===== src/rtl/gpio_port_pkg.sv =====
package gpio_port_pkg;

  localparam int unsigned NPINS          = 16;
  localparam int unsigned DATA_W         = 32;
  localparam int unsigned FIELD_W        = 4;
  localparam int unsigned FIELDS_PER_REG = DATA_W / FIELD_W;
  localparam int unsigned ADDR_W         = 3;
  localparam int unsigned LOCK_KEY_BIT   = 16;

  typedef enum logic [ADDR_W-1:0] {
    A_CFG_LO = 3'd0,
    A_CFG_HI = 3'd1,
    A_IN     = 3'd2,
    A_OUT    = 3'd3,
    A_SETCLR = 3'd4,
    A_LOCK   = 3'd5
  } reg_addr_e;

  // setting layout: [3:2] configuration, [1:0] mode
  localparam logic [FIELD_W-1:0] CFG_RESET = 4'b0100;

  typedef enum logic [1:0] {
    LK_IDLE    = 2'd0,
    LK_ARMED   = 2'd1,
    LK_CLEARED = 2'd2,
    LK_READY   = 2'd3
  } lock_state_e;

endpackage


===== src/rtl/gpio_lock_seq.sv =====
module gpio_lock_seq
  import gpio_port_pkg::*;
#(
  parameter int unsigned N   = NPINS,
  parameter int unsigned KEY = LOCK_KEY_BIT
) (
  input  logic         clk,
  input  logic         rst_n,
  input  logic         wr_i,
  input  logic         rd_i,
  input  logic [KEY:0] data_i,
  output logic         commit_o,
  output logic [N-1:0] mask_o
);

  lock_state_e  state_q, state_d;
  logic [N-1:0] mask_q, mask_d;
  logic         mask_en;
  logic         same_mask;

  assign same_mask = (data_i[N-1:0] == mask_q);

  always_comb begin
    state_d  = state_q;
    mask_d   = mask_q;
    mask_en  = 1'b0;
    commit_o = 1'b0;
    case (state_q)
      LK_IDLE: begin
        if (wr_i && data_i[KEY]) begin
          state_d = LK_ARMED;
          mask_d  = data_i[N-1:0];
          mask_en = 1'b1;
        end
      end
      LK_ARMED: begin
        if (wr_i)      state_d = (!data_i[KEY] && same_mask) ? LK_CLEARED : LK_IDLE;
        else if (rd_i) state_d = LK_IDLE;
      end
      LK_CLEARED: begin
        if (wr_i)      state_d = (data_i[KEY] && same_mask) ? LK_READY : LK_IDLE;
        else if (rd_i) state_d = LK_IDLE;
      end
      LK_READY: begin
        if (rd_i) begin
          commit_o = 1'b1;
          state_d  = LK_IDLE;
        end else if (wr_i) begin
          state_d = LK_IDLE;
        end
      end
      default: state_d = LK_IDLE;
    endcase
  end

  always_ff @(posedge clk or negedge rst_n) begin
    if (!rst_n) begin
      state_q <= LK_IDLE;
      mask_q  <= '0;
    end else begin
      state_q <= state_d;
      if (mask_en) mask_q <= mask_d;
    end
  end

  assign mask_o = mask_q;

  // the sequence cannot leap from idle past its middle steps
  assert_no_skip_from_idle_R12: assert property (@(posedge clk) disable iff (!rst_n)
    (state_q == LK_IDLE) |=> (state_q != LK_CLEARED && state_q != LK_READY));

endmodule


===== src/rtl/gpio_regfile.sv =====
module gpio_regfile
  import gpio_port_pkg::*;
#(
  parameter int unsigned N = NPINS
) (
  input  logic                          clk,
  input  logic                          rst_n,
  input  logic [ADDR_W-1:0]             addr_i,
  input  logic                          we_i,
  input  logic                          re_i,
  input  logic [DATA_W-1:0]             wdata_i,
  output logic [DATA_W-1:0]             rdata_o,
  input  logic [N-1:0]                  idr_i,
  output logic [N-1:0][FIELD_W-1:0]     cfg_o,
  output logic [N-1:0]                  odr_o
);

  localparam int unsigned PAD_W = DATA_W - N;

  logic [N-1:0][FIELD_W-1:0] cfg_q, cfg_d;
  logic [N-1:0]              odr_q, odr_d;
  logic [N-1:0]              lock_q, lock_d;
  logic                      cfg_en, odr_en, lock_en;
  logic                      wr_cfg_lo, wr_cfg_hi, wr_out, wr_setclr, wr_lock, rd_lock;
  logic                      commit;
  logic [N-1:0]              commit_mask;

  assign wr_cfg_lo = we_i && (addr_i == A_CFG_LO);
  assign wr_cfg_hi = we_i && (addr_i == A_CFG_HI);
  assign wr_out    = we_i && (addr_i == A_OUT);
  assign wr_setclr = we_i && (addr_i == A_SETCLR);
  assign wr_lock   = we_i && (addr_i == A_LOCK);
  assign rd_lock   = re_i && (addr_i == A_LOCK);

  gpio_lock_seq #(.N(N), .KEY(LOCK_KEY_BIT)) u_lock_seq (
    .clk      (clk),
    .rst_n    (rst_n),
    .wr_i     (wr_lock),
    .rd_i     (rd_lock),
    .data_i   (wdata_i[LOCK_KEY_BIT:0]),
    .commit_o (commit),
    .mask_o   (commit_mask)
  );

  // next-state: settings
  always_comb begin
    cfg_d = cfg_q;
    for (int p = 0; p < N; p++) begin
      if (!lock_q[p]) begin
        if (p < FIELDS_PER_REG) begin
          if (wr_cfg_lo) cfg_d[p] = wdata_i[FIELD_W*(p%FIELDS_PER_REG) +: FIELD_W];
        end else begin
          if (wr_cfg_hi) cfg_d[p] = wdata_i[FIELD_W*(p%FIELDS_PER_REG) +: FIELD_W];
        end
      end
    end
  end
  assign cfg_en = wr_cfg_lo || wr_cfg_hi;

  // next-state: output latch, set has priority over clear
  always_comb begin
    odr_d = odr_q;
    if (wr_out)         odr_d = wdata_i[N-1:0];
    else if (wr_setclr) odr_d = (odr_q & ~wdata_i[N +: N]) | wdata_i[N-1:0];
  end
  assign odr_en = wr_out || wr_setclr;

  // next-state: locks accumulate
  assign lock_d  = lock_q | commit_mask;
  assign lock_en = commit;

  always_ff @(posedge clk or negedge rst_n) begin
    if (!rst_n) begin
      cfg_q  <= {N{CFG_RESET}};
      odr_q  <= '0;
      lock_q <= '0;
    end else begin
      if (cfg_en)  cfg_q  <= cfg_d;
      if (odr_en)  odr_q  <= odr_d;
      if (lock_en) lock_q <= lock_d;
    end
  end

  // read mux
  always_comb begin
    rdata_o = '0;
    case (addr_i)
      A_CFG_LO: rdata_o = cfg_q[FIELDS_PER_REG-1:0];
      A_CFG_HI: rdata_o = cfg_q[N-1:FIELDS_PER_REG];
      A_IN:     rdata_o = {{PAD_W{1'b0}}, idr_i};
      A_OUT:    rdata_o = {{PAD_W{1'b0}}, odr_q};
      A_LOCK:   rdata_o = {{(PAD_W-1){1'b0}}, |lock_q, lock_q};
      default:  rdata_o = '0;
    endcase
  end

  assign cfg_o = cfg_q;
  assign odr_o = odr_q;

  // only a read of the lock word may change the lock state
  assert_lock_needs_read_R12: assert property (@(posedge clk) disable iff (!rst_n)
    !rd_lock |=> $stable(lock_q));

  for (genvar p = 0; p < N; p++) begin : g_chk
    assert_locked_field_stable_R11: assert property (@(posedge clk) disable iff (!rst_n)
      lock_q[p] |=> $stable(cfg_q[p]));
    assert_lock_sticky_R12: assert property (@(posedge clk) disable iff (!rst_n)
      lock_q[p] |=> lock_q[p]);
    assert_set_wins_R4: assert property (@(posedge clk) disable iff (!rst_n)
      (wr_setclr && wdata_i[p]) |=> odr_q[p]);
    assert_clear_works_R4: assert property (@(posedge clk) disable iff (!rst_n)
      (wr_setclr && wdata_i[N+p] && !wdata_i[p]) |=> !odr_q[p]);
  end

endmodule


===== src/rtl/gpio_in_sync.sv =====
module gpio_in_sync
  import gpio_port_pkg::*;
#(
  parameter int unsigned N      = NPINS,
  parameter int unsigned STAGES = 2
) (
  input  logic         clk,
  input  logic         rst_n,
  input  logic [N-1:0] pad_i,
  input  logic [N-1:0] analog_i,
  output logic [N-1:0] idr_o
);

  logic [N-1:0] chain_q [STAGES];
  logic [N-1:0] idr_q, idr_d;

  for (genvar s = 0; s < STAGES; s++) begin : g_stage
    if (s == 0) begin : g_first
      always_ff @(posedge clk or negedge rst_n) begin
        if (!rst_n) chain_q[s] <= '0;
        else        chain_q[s] <= pad_i;
      end
    end else begin : g_next
      always_ff @(posedge clk or negedge rst_n) begin
        if (!rst_n) chain_q[s] <= '0;
        else        chain_q[s] <= chain_q[s-1];
      end
    end
  end

  assign idr_d = chain_q[STAGES-1] & ~analog_i;

  always_ff @(posedge clk or negedge rst_n) begin
    if (!rst_n) idr_q <= '0;
    else        idr_q <= idr_d;
  end

  assign idr_o = idr_q;

  for (genvar p = 0; p < N; p++) begin : g_chk
    assert_analog_reads_zero_R9: assert property (@(posedge clk) disable iff (!rst_n)
      analog_i[p] |=> !idr_q[p]);
  end

endmodule


===== src/rtl/gpio_pin_drv.sv =====
module gpio_pin_drv
  import gpio_port_pkg::*;
(
  input  logic [FIELD_W-1:0] cfg_i,
  input  logic               odr_i,
  input  logic               alt_out_i,
  input  logic               alt_oe_i,
  output logic               pad_out_o,
  output logic               pad_oe_o,
  output logic               pad_pu_o,
  output logic               pad_pd_o,
  output logic               analog_o
);

  logic [1:0] mode, cnf;
  logic       is_out, from_alt, open_drain, src, src_en, pulled;

  assign mode       = cfg_i[1:0];
  assign cnf        = cfg_i[3:2];
  assign is_out     = (mode != 2'b00);
  assign from_alt   = cnf[1];
  assign open_drain = cnf[0];

  always_comb begin
    src    = from_alt ? alt_out_i : odr_i;
    src_en = from_alt ? alt_oe_i  : 1'b1;
    if (!is_out) begin
      pad_out_o = 1'b0;
      pad_oe_o  = 1'b0;
    end else if (open_drain) begin
      pad_out_o = 1'b0;
      pad_oe_o  = src_en && !src;
    end else begin
      pad_out_o = src;
      pad_oe_o  = src_en;
    end
  end

  assign pulled   = !is_out && (cnf == 2'b10);
  assign pad_pu_o = pulled && odr_i;
  assign pad_pd_o = pulled && !odr_i;
  assign analog_o = !is_out && (cnf == 2'b00);

endmodule


===== src/rtl/gpio_port_ctrl.sv =====
module gpio_port_ctrl
  import gpio_port_pkg::*;
#(
  parameter int unsigned SYNC_STAGES = 2
) (
  input  logic              clk,
  input  logic              rst_n,
  input  logic [2:0]        bus_addr,
  input  logic              bus_we,
  input  logic              bus_re,
  input  logic [31:0]       bus_wdata,
  output logic [31:0]       bus_rdata,
  input  logic [15:0]       pad_in,
  output logic [15:0]       pad_out,
  output logic [15:0]       pad_oe,
  output logic [15:0]       pad_pu,
  output logic [15:0]       pad_pd,
  input  logic [15:0]       alt_out,
  input  logic [15:0]       alt_oe
);

  logic                          rst_meta_q, rst_sync_q;
  logic [NPINS-1:0][FIELD_W-1:0] cfg_w;
  logic [NPINS-1:0]              odr_w, idr_w, analog_w;

  // reset: asserted at once, released after two clock edges
  always_ff @(posedge clk or negedge rst_n) begin
    if (!rst_n) begin
      rst_meta_q <= 1'b0;
      rst_sync_q <= 1'b0;
    end else begin
      rst_meta_q <= 1'b1;
      rst_sync_q <= rst_meta_q;
    end
  end

  gpio_regfile #(.N(NPINS)) u_regs (
    .clk     (clk),
    .rst_n   (rst_sync_q),
    .addr_i  (bus_addr),
    .we_i    (bus_we),
    .re_i    (bus_re),
    .wdata_i (bus_wdata),
    .rdata_o (bus_rdata),
    .idr_i   (idr_w),
    .cfg_o   (cfg_w),
    .odr_o   (odr_w)
  );

  gpio_in_sync #(.N(NPINS), .STAGES(SYNC_STAGES)) u_sync (
    .clk      (clk),
    .rst_n    (rst_sync_q),
    .pad_i    (pad_in),
    .analog_i (analog_w),
    .idr_o    (idr_w)
  );

  for (genvar p = 0; p < NPINS; p++) begin : g_pin
    gpio_pin_drv u_drv (
      .cfg_i     (cfg_w[p]),
      .odr_i     (odr_w[p]),
      .alt_out_i (alt_out[p]),
      .alt_oe_i  (alt_oe[p]),
      .pad_out_o (pad_out[p]),
      .pad_oe_o  (pad_oe[p]),
      .pad_pu_o  (pad_pu[p]),
      .pad_pd_o  (pad_pd[p]),
      .analog_o  (analog_w[p])
    );

    assert_od_never_high_R6: assert property (@(posedge clk) disable iff (!rst_sync_q)
      ((cfg_w[p][1:0] != 2'b00) && cfg_w[p][2]) |-> !pad_out[p]);
    assert_input_undriven_R8: assert property (@(posedge clk) disable iff (!rst_sync_q)
      (cfg_w[p][1:0] == 2'b00) |-> !pad_oe[p]);
  end

endmodule


===== config.mk =====
export PLATFORM = sky130hd
export DESIGN_NAME = gpio_port_ctrl
export DESIGN_NICKNAME = d
export VERILOG_FILES = /design/src/rtl/gpio_port_pkg.sv /design/src/rtl/gpio_lock_seq.sv /design/src/rtl/gpio_regfile.sv /design/src/rtl/gpio_in_sync.sv /design/src/rtl/gpio_pin_drv.sv /design/src/rtl/gpio_port_ctrl.sv
export SDC_FILE = /design/constraint.sdc
export NUM_CORES = 1
export LEC_CHECK = 0
export CORE_MARGIN = 2
export CORE_UTILIZATION = 33
export CTS_CLUSTER_SIZE = 28
export DETAILED_ROUTE_END_ITERATION = 16
export GPL_ROUTABILITY_DRIVEN = 0
export PLACE_DENSITY = 0.68
export SYNTH_ARGS = -nofsm -noshare
export SYNTH_HDL_FRONTEND = slang
export SYNTH_SLANG_ARGS = --single-unit

===== constraint.sdc =====
create_clock -name clk -period 15 [get_ports clk]
set_clock_uncertainty 0.15 [all_clocks]
set_input_delay 2.25 -clock clk [delete_from_list [all_inputs] [get_ports clk]]
set_output_delay 2.25 -clock clk [all_outputs]
set_load 0.005 [all_outputs]

; ---- Word-level counts from Yosys, hierarchy flattened
; Cells that the tools add are included.
[classes]
eq_ne = 27
muxes = 112
bitwise = 22
reduce_logical = 195
[op_table]
columns = operator, n
row1 = $pmux 32 s5, 1
row2 = $mux 1, 100
row3 = $logic_and 1x1->1, 89
row4 = $reduce_and 3->1, 17
row5 = $logic_not 1->1, 49
row6 = $eq 2x2->1 const B, 18
row7 = $logic_not 2->1, 17
row8 = $reduce_bool 2->1, 17
row9 = $and 16x16->16, 2
row10 = $mux 16, 2
row11 = $not 16->16, 2
row12 = $or 16x16->16, 2
row13 = $eq 16x16->1, 1
row14 = $mux 2, 8
row15 = $not 1->1, 16
row16 = $reduce_or 16->1, 1
row17 = $pmux 2 s4, 1
row18 = $eq 3x2->1 const B, 2
row19 = $eq 3x3->1 const B, 2
row20 = $reduce_and 2->1, 2
row21 = $eq 3x1->1 const B, 1
row22 = $logic_not 3->1, 1
row23 = $ne 3x2->1 const B, 1
row24 = $eq 2x1->1 const B, 1
row25 = other kinds (2), 3
[totals]
ff_bits = 164
input_bits = 87
out_inout_bits = 96
word_cells = 381

; ---- Longest topological paths before layout
; Gate-level depths: netlist of run 1.
[logic_depth]
ltp_word = 6
mapped_depth = 7
mapped_depth_nobuf = 4

; ---- By module
; Synthesis of run 1 repeated with hierarchy kept, for this count alone.
[hier_totals]
cells_unflattened = 657
hier_area_um2 = 8484.4
[by_module_without_submodules]
columns = module, instances, cells_per_inst, area_per_inst_um2, seq_area_each_um2
row1 = gpio_regfile, 1, 361, 4909.7, 2422.3
row2 = gpio_in_sync, 1, 64, 1421.4, 1201.2
row3 = gpio_pin_drv, 16, 10, 72.6, 0.0
row4 = gpio_lock_seq, 1, 69, 938.4, 450.4
row5 = gpio_port_ctrl, 1, 3, 53.8, 50.0

; ---- Least setup slack after synthesis of run 1
; OpenSTA, ideal clock, no wires.
[synth_timing]
kind = input to output
startpoint = input port bus_addr[0]
endpoint = output port bus_rdata[10]
arrival_ps = 3223
t_required_ps = 12600
setup_slack_ps = 9377
path_stages = 5
cell_sequence = buf_4 -> or2_2 -> buf_1 -> clkbuf_1 -> o2bb2ai_1
[synth_between]
elab_chain_cells = 2
elab_cells_between_ends = 6
classes_between = eq/ne: 4 / mux: 1 / reduce/logical: 1
[synth_lines]
columns = item, line_no
row1 = "start, declared", gpio_port_ctrl.sv:8  ; input logic [2:0] bus_addr,
row2 = "$eq 3x3->1, or another cell as far along", gpio_regfile.sv:87  ; case (addr_i)
row3 = $pmux 32 s5 *, gpio_regfile.sv:87
row4 = "end, declared", gpio_port_ctrl.sv:12  ; output logic [31:0] bus_rdata,
; Every way passes the cells marked *; elsewhere a longest branch is shown, timed or not.

; ---- Worst setup path in the final report of run 1
[layout_timing]
startpoint = input port bus_addr[2]
endpoint = output port bus_rdata[13]
; Same word-level chain as after synthesis.

==> flow_summary.yaml, run 1 <==
grt:
  antenna_found_initial: 0
  grt_pass1_wl_um: 36500
  grt_max_degree: 67
  grt_pass1_vias: 6317
  track_usage: 0.181
  grt_overflow: 0
critical_path:
  r2r_setup_slack_ps: 12610
  required_ps: 12600
  worstPathMaxFanout: 26
  r2r_start: "rst_sync_q"
  crit_type: "in2out"
  worstSetupStartpointType: "primary input"
  cp.arrival_ps: 4520
  timing.rr.end: "u_regs.cfg_o[8]"
  r2r_cells: 2
  end_kind: "output pin"
placed_design:
  io_buffers: 182
  dpl.hpwl_um: 17200
  post-place-cells: 1180
  place_ws_ps: 8110
  placed_area_um2: 10100
outcome:
  status: "finished, final reports clean"
drt:
  drcViolationCount: 0
  firstDrtPassIters: 4
  wl_per_cell_um: 19.6
  drtAntennaViolNets: 0
  vias: 6176
  drt_iter0_markers: 382
  drt_wl_total_um: 23800
  avgViaCountPerCell: 5.10
synthesis:
  synthesis.instances: 765
  yosysSeqAreaShare: 0.485
  synth_cell_types: 49
  yosysMostFrequentCell: "dfrtp_1"
  yosys.area_share.xor_xnor: 0.0165
  synth_top_cell_by_area: "dfrtp_1"
  yosysWarnings: 0
  synthAdderAreaFrac: 0
  synth_top_area_share: 0.436
  syn_nets: 852
  synth-compound-area-share: 0.105
  synth_common_cells: "dfrtp_1 (148), nor2_1 (72), buf_4 (68), nand2_1 (66), mux2i_1 (61)"
  ys.flop_type: "dfrtp_1"
  async_flop_share: 1.00
  synth_area_um2: 8500
  synth-seq-cells: 164
  synth_top_family_by_area: "multiplexers"
  synthMuxAreaShare: 0.185
  synth-simple-area-share: 0.127
  avgSynthCellArea_um2: 11.1
  synth_area_leaders: "dfrtp_1 (44%), mux2_2 (8.0%), mux2i_1 (7.2%), buf_4 (6.0%), dfstp_2 (4.9%)"
  synth_edf_count: 0
clocking:
  clkSlewWorstSetupHoldPaths_ps: 60
  cts_buffers: 17
  ctsHoldBuffers: 0
  cts_post_setup_buffers_inserted: 0
  cts_sinks: 164
  cts_resized: 0
  cts_buffer_depth: 2
  clockRootBuffer: "clkbuf_16"
  ctsHtreeMaxLevel: 4
  clkLatencyLatePin_ps: 430
  cts_tree: "built"
timing:
  setup_viol: 0
  setup_slack_ps: 8080
  rsz0062_at_grt: "false"
  final-hold-violation-count: 0
  fmax_mhz: 145
  final_max_slew_viol_count: 0
  max_slew.worst_pin.slew_ps: 1090
  fin_crit_sh: 0.461
  min_period_ps: 6920
  slew_headroom: 0.275
  setup-tns-final_ps: 0
power:
  vdd_drop_max_mv: 0.0573
  leakagePower_uw: 0.00454
  power_density_nw_per_um2: 125
floorplan:
  die_y_um: 164
  core.rowCount: 58
  core_area_um2: 25300
  die_w_um: 164
  fp.dieArea_um2: 27000
  initial_core_util: 0.336
  ios: 183
cells_and_area:
  drive_above_1_share: 0.158
  antenna_cells: 0
  syn2layout_area_growth_pct: 24.9
  nets: 956
  final_cell_count_no_fill: 1212
  final_area_um2: 10600
flow_run:
  maxCapViolations: 0
worst_hold_path:
  hold_path.class: "reg2async"
==> cell type report <==
class,instances,area [um^2]
fill,2484,14600
clock inverter,6,32.5
timing repair buffer,187,1850
clock buffer,26,489
sequential,164,4130
inverter,3,11.3
tap,330,413
multi-input combinational,496,3690
==> metal layers <==
metal / part of all wire / global-route usage
met5: 0 / 0
met4: 0.016 / 0.0514
met3: 0.062 / 0.0450
met2: 0.48 / 0.290
met1: 0.44 / 0.243
==> layout by cell type, fill, tap and decap left out, types with 17 or more instances in the layout <==
master	count
clkdlybuf4s50_1	180
mux2_2	60
nor2_1	72
nor3_1	30
nand2_1	66
dfrtp_1	147
mux2i_1	61
clkbuf_16	17
and3_1	18
==> cells by family (layout without fill, tap and decap cells) <==
group,after synthesis,count (layout)
multiplexers,143,143
buffers and inverters,105,222
flip-flops,164,164
AO/OA/AOI/OAI,116,116
XOR/XNOR,16,16
AND/OR/NAND/NOR,220,220
other,1,1
==> metrics by stage <==
stage	power (uW)	hold slack [ps]	utilization
final	1320	109	0.420
after global routing	1400	165	0.420
after detailed placement	942	134	0.399
after CTS	1340	135	0.420
after floorplan	810	181	-
after global placement	935	134	0.399
==> state kept, by name (all words and copies together) (netlist names) <==
name / count
u_sync.idr_o: 16
u_sync.chain_q: 32
rst_meta_q: 1
rst_sync_q: 1
u_regs.lock_q: 16
u_regs.u_lock_seq.state_q: 2
u_regs.u_lock_seq.mask_o: 16
u_regs.odr_o: 16
u_regs.cfg_o: 64
==> report_power, final <==
| group | internal (uW) | total, uW | switching, uW |
|---|---|---|---|
| registers | 519 | 631 | 112 |
| logic | 189 | 303 | 114 |
| clock network | 223 | 390 | 167 |
| total | 931 | 1320 | 393 |
==> worst max path at each step <==
stage           startpoint            end  cells after the start
2_1_floorplan  bus_addr[0]  bus_rdata[10]                      5
3_3_place_gp   bus_addr[2]   bus_rdata[5]                      8
3_5_place_dp   bus_addr[2]   bus_rdata[5]                      8
4_1_cts        bus_addr[2]  bus_rdata[13]                      8
5_1_grt        bus_addr[2]  bus_rdata[13]                      8
6_report       bus_addr[2]  bus_rdata[13]                      8
==> critical path, stage by stage <==
cell	delay (ps)
clkdlybuf4s50_1	410
buf_4	260
nor2b_1	390
buf_4	300
nand2_1	70
o21ai_0	70
o2bb2ai_1	180
clkdlybuf4s50_1	570
Power figures use the tool's default switching activity.
==> run 2, diff against run 1 <==
==> constraint.sdc (replaced) <==
create_clock -name clk -period 7.2 [get_ports clk]
set_clock_uncertainty 0.15 [all_clocks]
set_input_delay 1.08 -clock clk [delete_from_list [all_inputs] [get_ports clk]]
set_output_delay 1.08 -clock clk [all_outputs]
set_load 0.005 [all_outputs]
==> flow_summary.yaml, run 2 (synthesized netlist as in run 1, its figures left out) <==
clocking:
  cts_tree: "built"
  clkLatencyLatePin_ps: 420
  clkSlewWorstSetupHoldPaths_ps: 70
  ctsHtreeMaxLevel: 4
  ctsHoldBuffers: 0
  cts_buffer_depth: 2
  cts_resized: 0
  cts_post_setup_buffers_inserted: 0
  cts_sinks: 164
  clockRootBuffer: "clkbuf_16"
  cts_buffers: 17
cells_and_area:
  post-route-util: 0.424
  nets: 955
  antenna_cells: 0
  syn2layout_area_growth_pct: 26.2
  largest_reg_flops: 64
  final_common_cell: "clkdlybuf4s50_1"
  drive_above_1_share: 0.163
  final_cell_mix: "clkdlybuf4s50_1 (180), dfrtp_1 (147), nor2_1 (72)"
  final_area_um2: 10700
drt:
  wl_per_cell_um: 19.5
  drt_wl_total_um: 23600
  drcViolationCount: 0
  vias: 6172
  avgViaCountPerCell: 5.10
  drt_iter0_markers: 335
  firstDrtPassIters: 5
  drtAntennaViolNets: 0
critical_path:
  max_stage_delay_ps: 710
  cp.arrival_ps: 3440
  required_ps: 5970
  end_kind: "output pin"
  crit_type: "in2out"
  worstSetupStartpointType: "primary input"
  slowest_stage: "buf_2"
  worstPathMaxFanout: 39
  crit_chain: "buf_2, nor2b_1, buf_4, nand2_1, o21ai_1, o2bb2ai_1, clkdlybuf4s50_1"
power:
  leakagePower_uw: 0.00457
  power_density_nw_per_um2: 273
  vdd_drop_max_mv: 0.158
  finalPower_uw: 2930
floorplan:
  die_w_um: 164
  initial_core_util: 0.336
  ios: 183
  fp.dieArea_um2: 27000
  core_area_um2: 25300
  core.rowCount: 58
  die_y_um: 164
timing:
  final_max_slew_viol_count: 0
  setup-tns-final_ps: 0
  max_slew.worst_pin.slew_ps: 1100
  setup_viol: 0
  final-hold-violation-count: 0
  fin_crit_sh: 0.649
  fmax_mhz: 214
  slew_headroom: 0.267
  min_period_ps: 4670
  rsz0062_at_grt: "false"
grt:
  grt_pass1_vias: 6432
  grt_max_degree: 65
  grt_pass1_wl_um: 36900
  grt_overflow: 0
  track_usage: 0.181
  antenna_found_initial: 0
placed_design:
  dpl.hpwl_um: 17200
  io_buffers: 182
  placed_area_um2: 10100
worst_hold_path:
  hold_path.class: "reg2reg"
flow_run:
  maxCapViolations: 0
outcome:
  status: "finished, final reports clean"
-- run 2: changes by cell type in the layout (fill, tap and decap cells not counted) --
cell | previous run | this run
clkinvlp_4 | 1 | 4
bufinv_16 | 0 | 4
clkbuf_1 | 6 | 0
inv_8 | 0 | 1
inv_6 | 0 | 2
clkinv_4 | 0 | 2
buf_4 | 5 | 4
clkinv_2 | 5 | 1
clkbuf_8 | 3 | 1
-- run 2: critical path, delay by kind of cell --
kind	cells	cell delay (ps)
compound gates	2	260
buf+inv	3	1580
simple gates	2	510
-- run 2: where the power goes --
group,internal (uW),switching [uW]
Clock,595,391
Combinational,393,237
Sequential,1080,234
Total,2070,862
-- run 2: stage by stage --
stage,hold slack [ps],worst slack (ps),instances
floorplan,181,2170,765
global placement,182,2580,1179
detailed placement,185,2550,1179
CTS,198,2540,1211
global route,203,2330,1211
finish,198,2530,1211
-- run 2: path summary, 6_finish.rpt --
check / start / to / slack [ps] / cells after the start
min: u_sync.chain_q[21] / u_sync.chain_q[5] / 200 / 0
max reg2reg: rst_sync_q / u_sync.chain_q[2] / 4770 / 2
max: bus_addr[1] / bus_rdata[7] / 2530 / 7
min in group asynchronous: rst_sync_q / u_regs.cfg_o[23] / 260 / 0
min reg2reg: u_sync.chain_q[21] / u_sync.chain_q[5] / 200 / 0
max in group asynchronous: rst_sync_q / u_sync.chain_q[2] / 4770 / 2
-- run 2: final cells by class --
cell class | count | area, um^2
Sequential cell | 164 | 4130
Clock inverter | 14 | 201
Tap cell | 330 | 413
Multi-Input combinational cell | 496 | 3690
Clock buffer | 18 | 439
Timing Repair Buffer | 186 | 1840
Inverter | 3 | 11.3
Fill cell | 2469 | 14500
-- run 2: routing by layer --
layer | GRT usage | part of all wire | vias to the layer above
li1 | - | - | 2884
met1 | 0.239 | 0.44 | 3082
met2 | 0.297 | 0.48 | 188
met3 | 0.0462 | 0.062 | 18
met4 | 0.0486 | 0.015 | 0
met5 | 0 | 0 | -
